## src/rtl/sl_dequant_pkg.sv

```systemverilog
package sl_dequant_pkg;
  typedef enum logic [1:0] {
    WM_FLAT    = 2'd0,
    WM_DEFAULT = 2'd1,
    WM_CUSTOM  = 2'd2,
    WM_RSVD    = 2'd3
  } wmode_e;

  localparam int unsigned G_W = 7;

  function automatic logic [G_W-1:0] level_scale(input logic [2:0] idx);
    case (idx)
      3'd0:    level_scale = 7'd40;
      3'd1:    level_scale = 7'd45;
      3'd2:    level_scale = 7'd51;
      3'd3:    level_scale = 7'd57;
      3'd4:    level_scale = 7'd64;
      default: level_scale = 7'd72;
    endcase
  endfunction
endpackage

```

## src/rtl/sl_weight_rf.sv

```systemverilog
module sl_weight_rf
  import sl_dequant_pkg::*;
#(
  parameter int unsigned WGT_W   = 8,
  parameter int unsigned ENTRIES = 16,
  parameter int unsigned FLAT_W  = 16,
  localparam int unsigned AW     = $clog2(ENTRIES)
) (
  input  logic             clk_i,
  input  logic             rst_ni,
  input  logic             mode_wr_i,
  input  logic [1:0]       mode_i,
  input  logic             wt_we_i,
  input  logic [AW-1:0]    wt_addr_i,
  input  logic [WGT_W-1:0] wt_data_i,
  input  logic [AW-1:0]    rd_addr_i,
  output logic [WGT_W-1:0] weight_o
);
  wmode_e mode_q;
  logic [WGT_W-1:0] rf_q [ENTRIES];

  always_ff @(posedge clk_i or negedge rst_ni) begin
    if (!rst_ni) mode_q <= WM_FLAT;
    else if (mode_wr_i) mode_q <= wmode_e'(mode_i);
  end

  for (genvar i = 0; i < ENTRIES; i++) begin : g_ent
    always_ff @(posedge clk_i or negedge rst_ni) begin
      if (!rst_ni) rf_q[i] <= WGT_W'(FLAT_W);
      else if (wt_we_i && wt_addr_i == AW'(i)) rf_q[i] <= wt_data_i;
    end
  end

  // default 4x4 list is flat as well
  always_comb begin
    unique case (mode_q)
      WM_CUSTOM: weight_o = rf_q[rd_addr_i];
      default:   weight_o = WGT_W'(FLAT_W);
    endcase
  end
endmodule

```

## src/rtl/sl_qp_map.sv

```systemverilog
module sl_qp_map
  import sl_dequant_pkg::*;
#(
  parameter int unsigned QP_W   = 6,
  parameter int unsigned QP_MAX = 51,
  parameter int unsigned QS_W   = 4
) (
  input  logic [QP_W-1:0] qp_i,
  output logic [G_W-1:0]  g_o,
  output logic [QS_W-1:0] qshift_o
);
  logic [QP_W-1:0] qp_eff;

  always_comb begin
    qp_eff   = (qp_i > QP_W'(QP_MAX)) ? QP_W'(QP_MAX) : qp_i;
    g_o      = level_scale(3'(qp_eff % QP_W'(6)));
    qshift_o = QS_W'(qp_eff / QP_W'(6));
  end
endmodule

```

## src/rtl/sl_rescale_core.sv

```systemverilog
module sl_rescale_core
  import sl_dequant_pkg::*;
#(
  parameter int unsigned LEVEL_W = 16,
  parameter int unsigned WGT_W   = 8,
  parameter int unsigned QS_W    = 4,
  parameter int unsigned SH_W    = 4,
  parameter int unsigned OUT_W   = 16,
  localparam int unsigned ACC_W  = LEVEL_W + WGT_W + G_W + (1 << QS_W) / 2 + 2
) (
  input  logic signed [LEVEL_W-1:0] level_i,
  input  logic [WGT_W-1:0]          weight_i,
  input  logic [G_W-1:0]            g_i,
  input  logic [QS_W-1:0]           qshift_i,
  input  logic [SH_W-1:0]           shift_i,
  output logic signed [OUT_W-1:0]   coeff_o
);
  localparam logic signed [ACC_W-1:0] MAX_V = ACC_W'((64'sd1 <<< (OUT_W-1)) - 64'sd1);
  localparam logic signed [ACC_W-1:0] MIN_V = -MAX_V - ACC_W'(1);

  logic signed [ACC_W-1:0] lvl_x, w_x, g_x, prod, scaled, offset, shifted;

  always_comb begin
    lvl_x   = {{(ACC_W-LEVEL_W){level_i[LEVEL_W-1]}}, level_i};
    w_x     = {{(ACC_W-WGT_W){1'b0}}, weight_i};
    g_x     = {{(ACC_W-G_W){1'b0}}, g_i};
    prod    = lvl_x * w_x * g_x;
    scaled  = prod <<< qshift_i;
    offset  = {{(ACC_W-1){1'b0}}, 1'b1} << (shift_i - SH_W'(1));
    shifted = (scaled + offset) >>> shift_i;
    if (shifted > MAX_V)      coeff_o = MAX_V[OUT_W-1:0];
    else if (shifted < MIN_V) coeff_o = MIN_V[OUT_W-1:0];
    else                      coeff_o = shifted[OUT_W-1:0];
  end
endmodule

```

## src/rtl/sl_dequant.sv

```systemverilog
module sl_dequant
  import sl_dequant_pkg::*;
#(
  parameter int unsigned LEVEL_W = 16,
  parameter int unsigned OUT_W   = 16,
  parameter int unsigned WGT_W   = 8,
  parameter int unsigned QP_W    = 6,
  parameter int unsigned BD_W    = 4,
  parameter int unsigned BLK     = 4,
  parameter int unsigned BD_MIN  = 4,
  localparam int unsigned POS_W  = $clog2(BLK),
  localparam int unsigned LOG2_N = $clog2(BLK),
  localparam int unsigned ENT    = BLK * BLK,
  localparam int unsigned AW     = $clog2(ENT),
  localparam int unsigned QS_W   = 4
) (
  input  logic               clk_i,
  input  logic               rst_ni,
  input  logic               in_valid_i,
  input  logic [LEVEL_W-1:0] level_i,
  input  logic [POS_W-1:0]   row_i,
  input  logic [POS_W-1:0]   col_i,
  input  logic [QP_W-1:0]    qp_i,
  input  logic [BD_W-1:0]    bit_depth_i,
  input  logic               mode_wr_i,
  input  logic [1:0]         mode_i,
  input  logic               wt_we_i,
  input  logic [AW-1:0]      wt_addr_i,
  input  logic [WGT_W-1:0]   wt_data_i,
  output logic               out_valid_o,
  output logic [OUT_W-1:0]   coeff_o
);
  logic [WGT_W-1:0] weight;
  logic [G_W-1:0]   g;
  logic [QS_W-1:0]  qshift;
  logic [BD_W-1:0]  bd_eff, shift1;
  logic [OUT_W-1:0] coeff_d;

  sl_weight_rf #(.WGT_W(WGT_W), .ENTRIES(ENT), .FLAT_W(16)) u_wrf (
    .clk_i, .rst_ni, .mode_wr_i, .mode_i, .wt_we_i, .wt_addr_i, .wt_data_i,
    .rd_addr_i({row_i, col_i}), .weight_o(weight)
  );

  sl_qp_map #(.QP_W(QP_W), .QP_MAX(51), .QS_W(QS_W)) u_qpm (
    .qp_i, .g_o(g), .qshift_o(qshift)
  );

  // shift1 = log2(N) - 5 + bit depth
  always_comb begin
    bd_eff = (bit_depth_i < BD_W'(BD_MIN)) ? BD_W'(BD_MIN) : bit_depth_i;
    shift1 = bd_eff + BD_W'(LOG2_N) - BD_W'(5);
  end

  sl_rescale_core #(
    .LEVEL_W(LEVEL_W), .WGT_W(WGT_W), .QS_W(QS_W), .SH_W(BD_W), .OUT_W(OUT_W)
  ) u_core (
    .level_i, .weight_i(weight), .g_i(g), .qshift_i(qshift), .shift_i(shift1),
    .coeff_o(coeff_d)
  );

  always_ff @(posedge clk_i or negedge rst_ni) begin
    if (!rst_ni) begin
      out_valid_o <= 1'b0;
      coeff_o     <= '0;
    end else begin
      out_valid_o <= in_valid_i;
      if (in_valid_i) coeff_o <= coeff_d;
    end
  end
endmodule

```

## config.mk

```make
export PLATFORM = sky130hd
export DESIGN_NAME = sl_dequant
export DESIGN_NICKNAME = d
export VERILOG_FILES = /design/src/rtl/sl_dequant_pkg.sv /design/src/rtl/sl_weight_rf.sv /design/src/rtl/sl_qp_map.sv /design/src/rtl/sl_rescale_core.sv /design/src/rtl/sl_dequant.sv
export SDC_FILE = /design/constraint.sdc
export NUM_CORES = 1
export LEC_CHECK = 0
export BUFFER_PORTS_ARGS = -buffer_cell sky130_fd_sc_hd__clkbuf_2
export CORE_AREA = 2 2 288 290
export CTS_CLUSTER_SIZE = 20
export DETAILED_ROUTE_END_ITERATION = 7
export DIE_AREA = 0 0 290 292
export MAX_ROUTING_LAYER = met4
export PLACE_DENSITY_LB_ADDON = 0.3
export SLEW_MARGIN = 20
export SYNTH_ARGS = -nofsm -noshare
export SYNTH_HDL_FRONTEND = slang
export SYNTH_HIERARCHICAL = 1
export SYNTH_SLANG_ARGS = --single-unit
```

## constraint.sdc

```tcl
create_clock -name clk_i -period 19.1 [get_ports clk_i]
set_clock_uncertainty 0.1 [all_clocks]
set_input_delay 0.955 -clock clk_i [delete_from_list [all_inputs] [get_ports clk_i]]
set_output_delay 0.955 -clock clk_i [all_outputs]
set_load 0.02 [all_outputs]
```

==> out/metrics.cfg <==
[floorplan]
core_sq_mm=0.0816
io_pins=66
row_count=105
dieHeight_um=292
die-area_sq_mm=0.0847
fp.dieW_um=290
start_util=0.318

[clock_tree]
clock_latency_ns=0.43
path_clk_slew_ns=0.07
cts_sinks=147
cts_max_level=4
cts_buffers=17
holdBufCountCts=0
cts_max_path_buffers=2
cts_tree=yes
cts-root-buf=clkbuf_16

[timing]
fin_crit_sh=0.929
hold_violations=0
slew_headroom=0.347
rsz0062_at_grt=no
fmax_mhz=56.4
tightest_slew_ns=0.975
tns_ns=0
finalSetupViolCount=0
hold-worst-slack_ns=0.388
post-route-min-period_ns=17.74
slew_viol_final=0

[layout]
stdcell_count=4059
n_antenna_cell=0
multi_input_area_sq_mm=0.0202
register_area_sq_mm=0.00370
nNetsFinal=3395
syn_to_final_growth_pct=7.39
postLayoutCoreUtil=0.341
drive_gt1_frac=0.143
num-fill-cells=8520

[job]
drv_cap=0

[yosys]
syn_avg_cell_area_sq_um=8.59
yosysTopAreaCell=fa_1
synth_area_sq_mm=0.0259
synth_cell_types=127
yosysSeqAreaShare=0.143
syn_nets=3438
synth_top_area_frac=0.178
async_flop_share=1.00
netlist_instances=3019
ys_ff_latch=147
synthFlopType=dfrtp_1
synth_area_leaders=fa_1 18%, dfrtp_1 13%, ha_1 6.8%, mux2_2 6.4%, inv_1 4.8%
synth-edff-count=0
synth_warnings=6

[routing]
vias=22491
avgRoutedWirePerCell_um=18.8
drc=0
totalWireLength_mm=76.4
ant_nets=0
firstDrtPassIters=8
vias_per_cell=5.54
drt-initial-drc-count=1903

[global_routing]
grt_pass1_wl_mm=126
grt_pass1_vias=22615
grt_max_degree=79
grt_usage=0.187
grt.overflow.total=0
antenna_found_initial=1

[critical_path]
cp-start-kind=primary input
max_stage_delay_ns=0.61
path_buf_inv=8
arrival_ns=17.96
crit_slowest_cell=nor3_1
cp_common_cell=fa_1
path_class=primary input to register
crit_family=compound AO/OA/AOI/OAI gates
worstSetupEndpointType=register
required_ns=19.31
worst-path-max-fanout=16

[min_path]
holdCritPathClass=register to register

[placement]
hpwl_mm=59.2
place_inst=4026
place_congestion=0.973
io_buffers=65

[status]
status=finished, final reports clean

## flip-flops by register name, indices dropped and copies added (netlist names)
signal,count
coeff_o,16
out_valid_o,1
u_wrf/rf_q,128
u_wrf/mode_q,2
## timing repair
item	in CTS	in global routing
setup buffers	0	1
endpoints found under the hold margin	0	0
resized for setup	0	8
setup endpoints to repair	0	15
## cell usage in the layout, fill, tap and decap left out, types with 112 or more instances in the layout
master / Yosys / routed
nor2_1: 166 / 166
inv_1: 333 / 333
and2_1: 185 / 184
nand2_1: 287 / 286
fa_1: 230 / 230
mux2_2: 147 / 147
a21oi_1: 125 / 124
o21ai_0: 113 / 112
ha_1: 140 / 140
dfrtp_1: 131 / 131
## worst reg2reg max path, delay by kind of cell (launching register included)
kind	cells	cell delay, ns
simple gates	14	4.61
mux	1	0.25
buf+inv	6	0.63
compound gates	24	6.03
fa+ha+maj	10	4.69
xor+xnor	1	0.26
flops	1	0.41
## cell families (layout without fill, tap and decap cells)
| group | count (synthesis) | after routing | synth area share |
|---|---|---|---|
| compound gates | 662 | 662 | 0.182 |
| simple gates | 1023 | 1023 | 0.206 |
| xor+xnor | 58 | 58 | 0.0196 |
| fa+ha+maj | 370 | 370 | 0.245 |
| buf+inv | 507 | 477 | 0.0802 |
| mux | 252 | 252 | 0.125 |
| flops | 147 | 147 | 0.143 |
## stage by stage
step / worst slack, ns / instance area, sq um
after global routing: 0.109 / 27900
after detailed placement: 0.710 / 27100
after floorplan: 3.69 / 25900
after global placement: 0.822 / 27100
final: 1.36 / 27900
after CTS: 1.11 / 27800
## layer usage
| metal | vias to the layer above | GRT usage | part of all wire |
|---|---|---|---|
| met5 | - | - | 0 |
| met4 | 0 | 0.0432 | 0.020 |
| met3 | 111 | 0.0147 | 0.047 |
| met2 | 648 | 0.309 | 0.48 |
| met1 | 11126 | 0.249 | 0.46 |
| li1 | 10606 | - | - |
## Yosys cell counts (17+ instances only)
master and number:
buf_2 42, buf_1 18, nand3_1 62, and2_1 185
nor2_1 166, or3_1 29, nor3_1 62, a21oi_1 125
clkbuf_1 93, a21o_1 37, dfrtp_1 131, mux4_1 19
nand2b_1 21, a31oi_1 29, inv_1 333, fa_1 230
nor4_1 27, a21boi_0 17, ha_1 140, mux2_2 147
and3_1 31, nand2_1 287, mux2i_1 61, nand4_1 38
o211ai_1 25, o21ai_1 17, a211oi_1 33, nor2b_1 21
xnor2_1 42, o21ai_0 113
## layout make-up
cell class	count	share of cell area
clock inverters	15	0.00750
multi-input cells	2365	0.727
clock buffers	17	0.0153
well taps	1070	0.0481
inverters	339	0.0460
repair buffers	106	0.0235
flip-flops and latches	147	0.133
## worst paths after layout
check / from / endpoint / slack, ns / depth (start not counted)
worst max register to register: u_wrf/mode_q[0] / coeff_o[1] / 1.99 / 56
max in group asynchronous: rst_ni / u_wrf/rf_q[78] / 17.30 / 2
min in group asynchronous: rst_ni / coeff_o[4] / 0.43 / 1
worst min-delay path: u_wrf/rf_q[56] / u_wrf/rf_q[56] / 0.39 / 1
worst max-delay path: col_i[0] / coeff_o[1] / 1.36 / 56
worst min register to register: u_wrf/rf_q[56] / u_wrf/rf_q[56] / 0.39 / 1
Power is not shown: default switching activity piles up to over one toggle a cycle in this logic, so the estimate is an artifact.
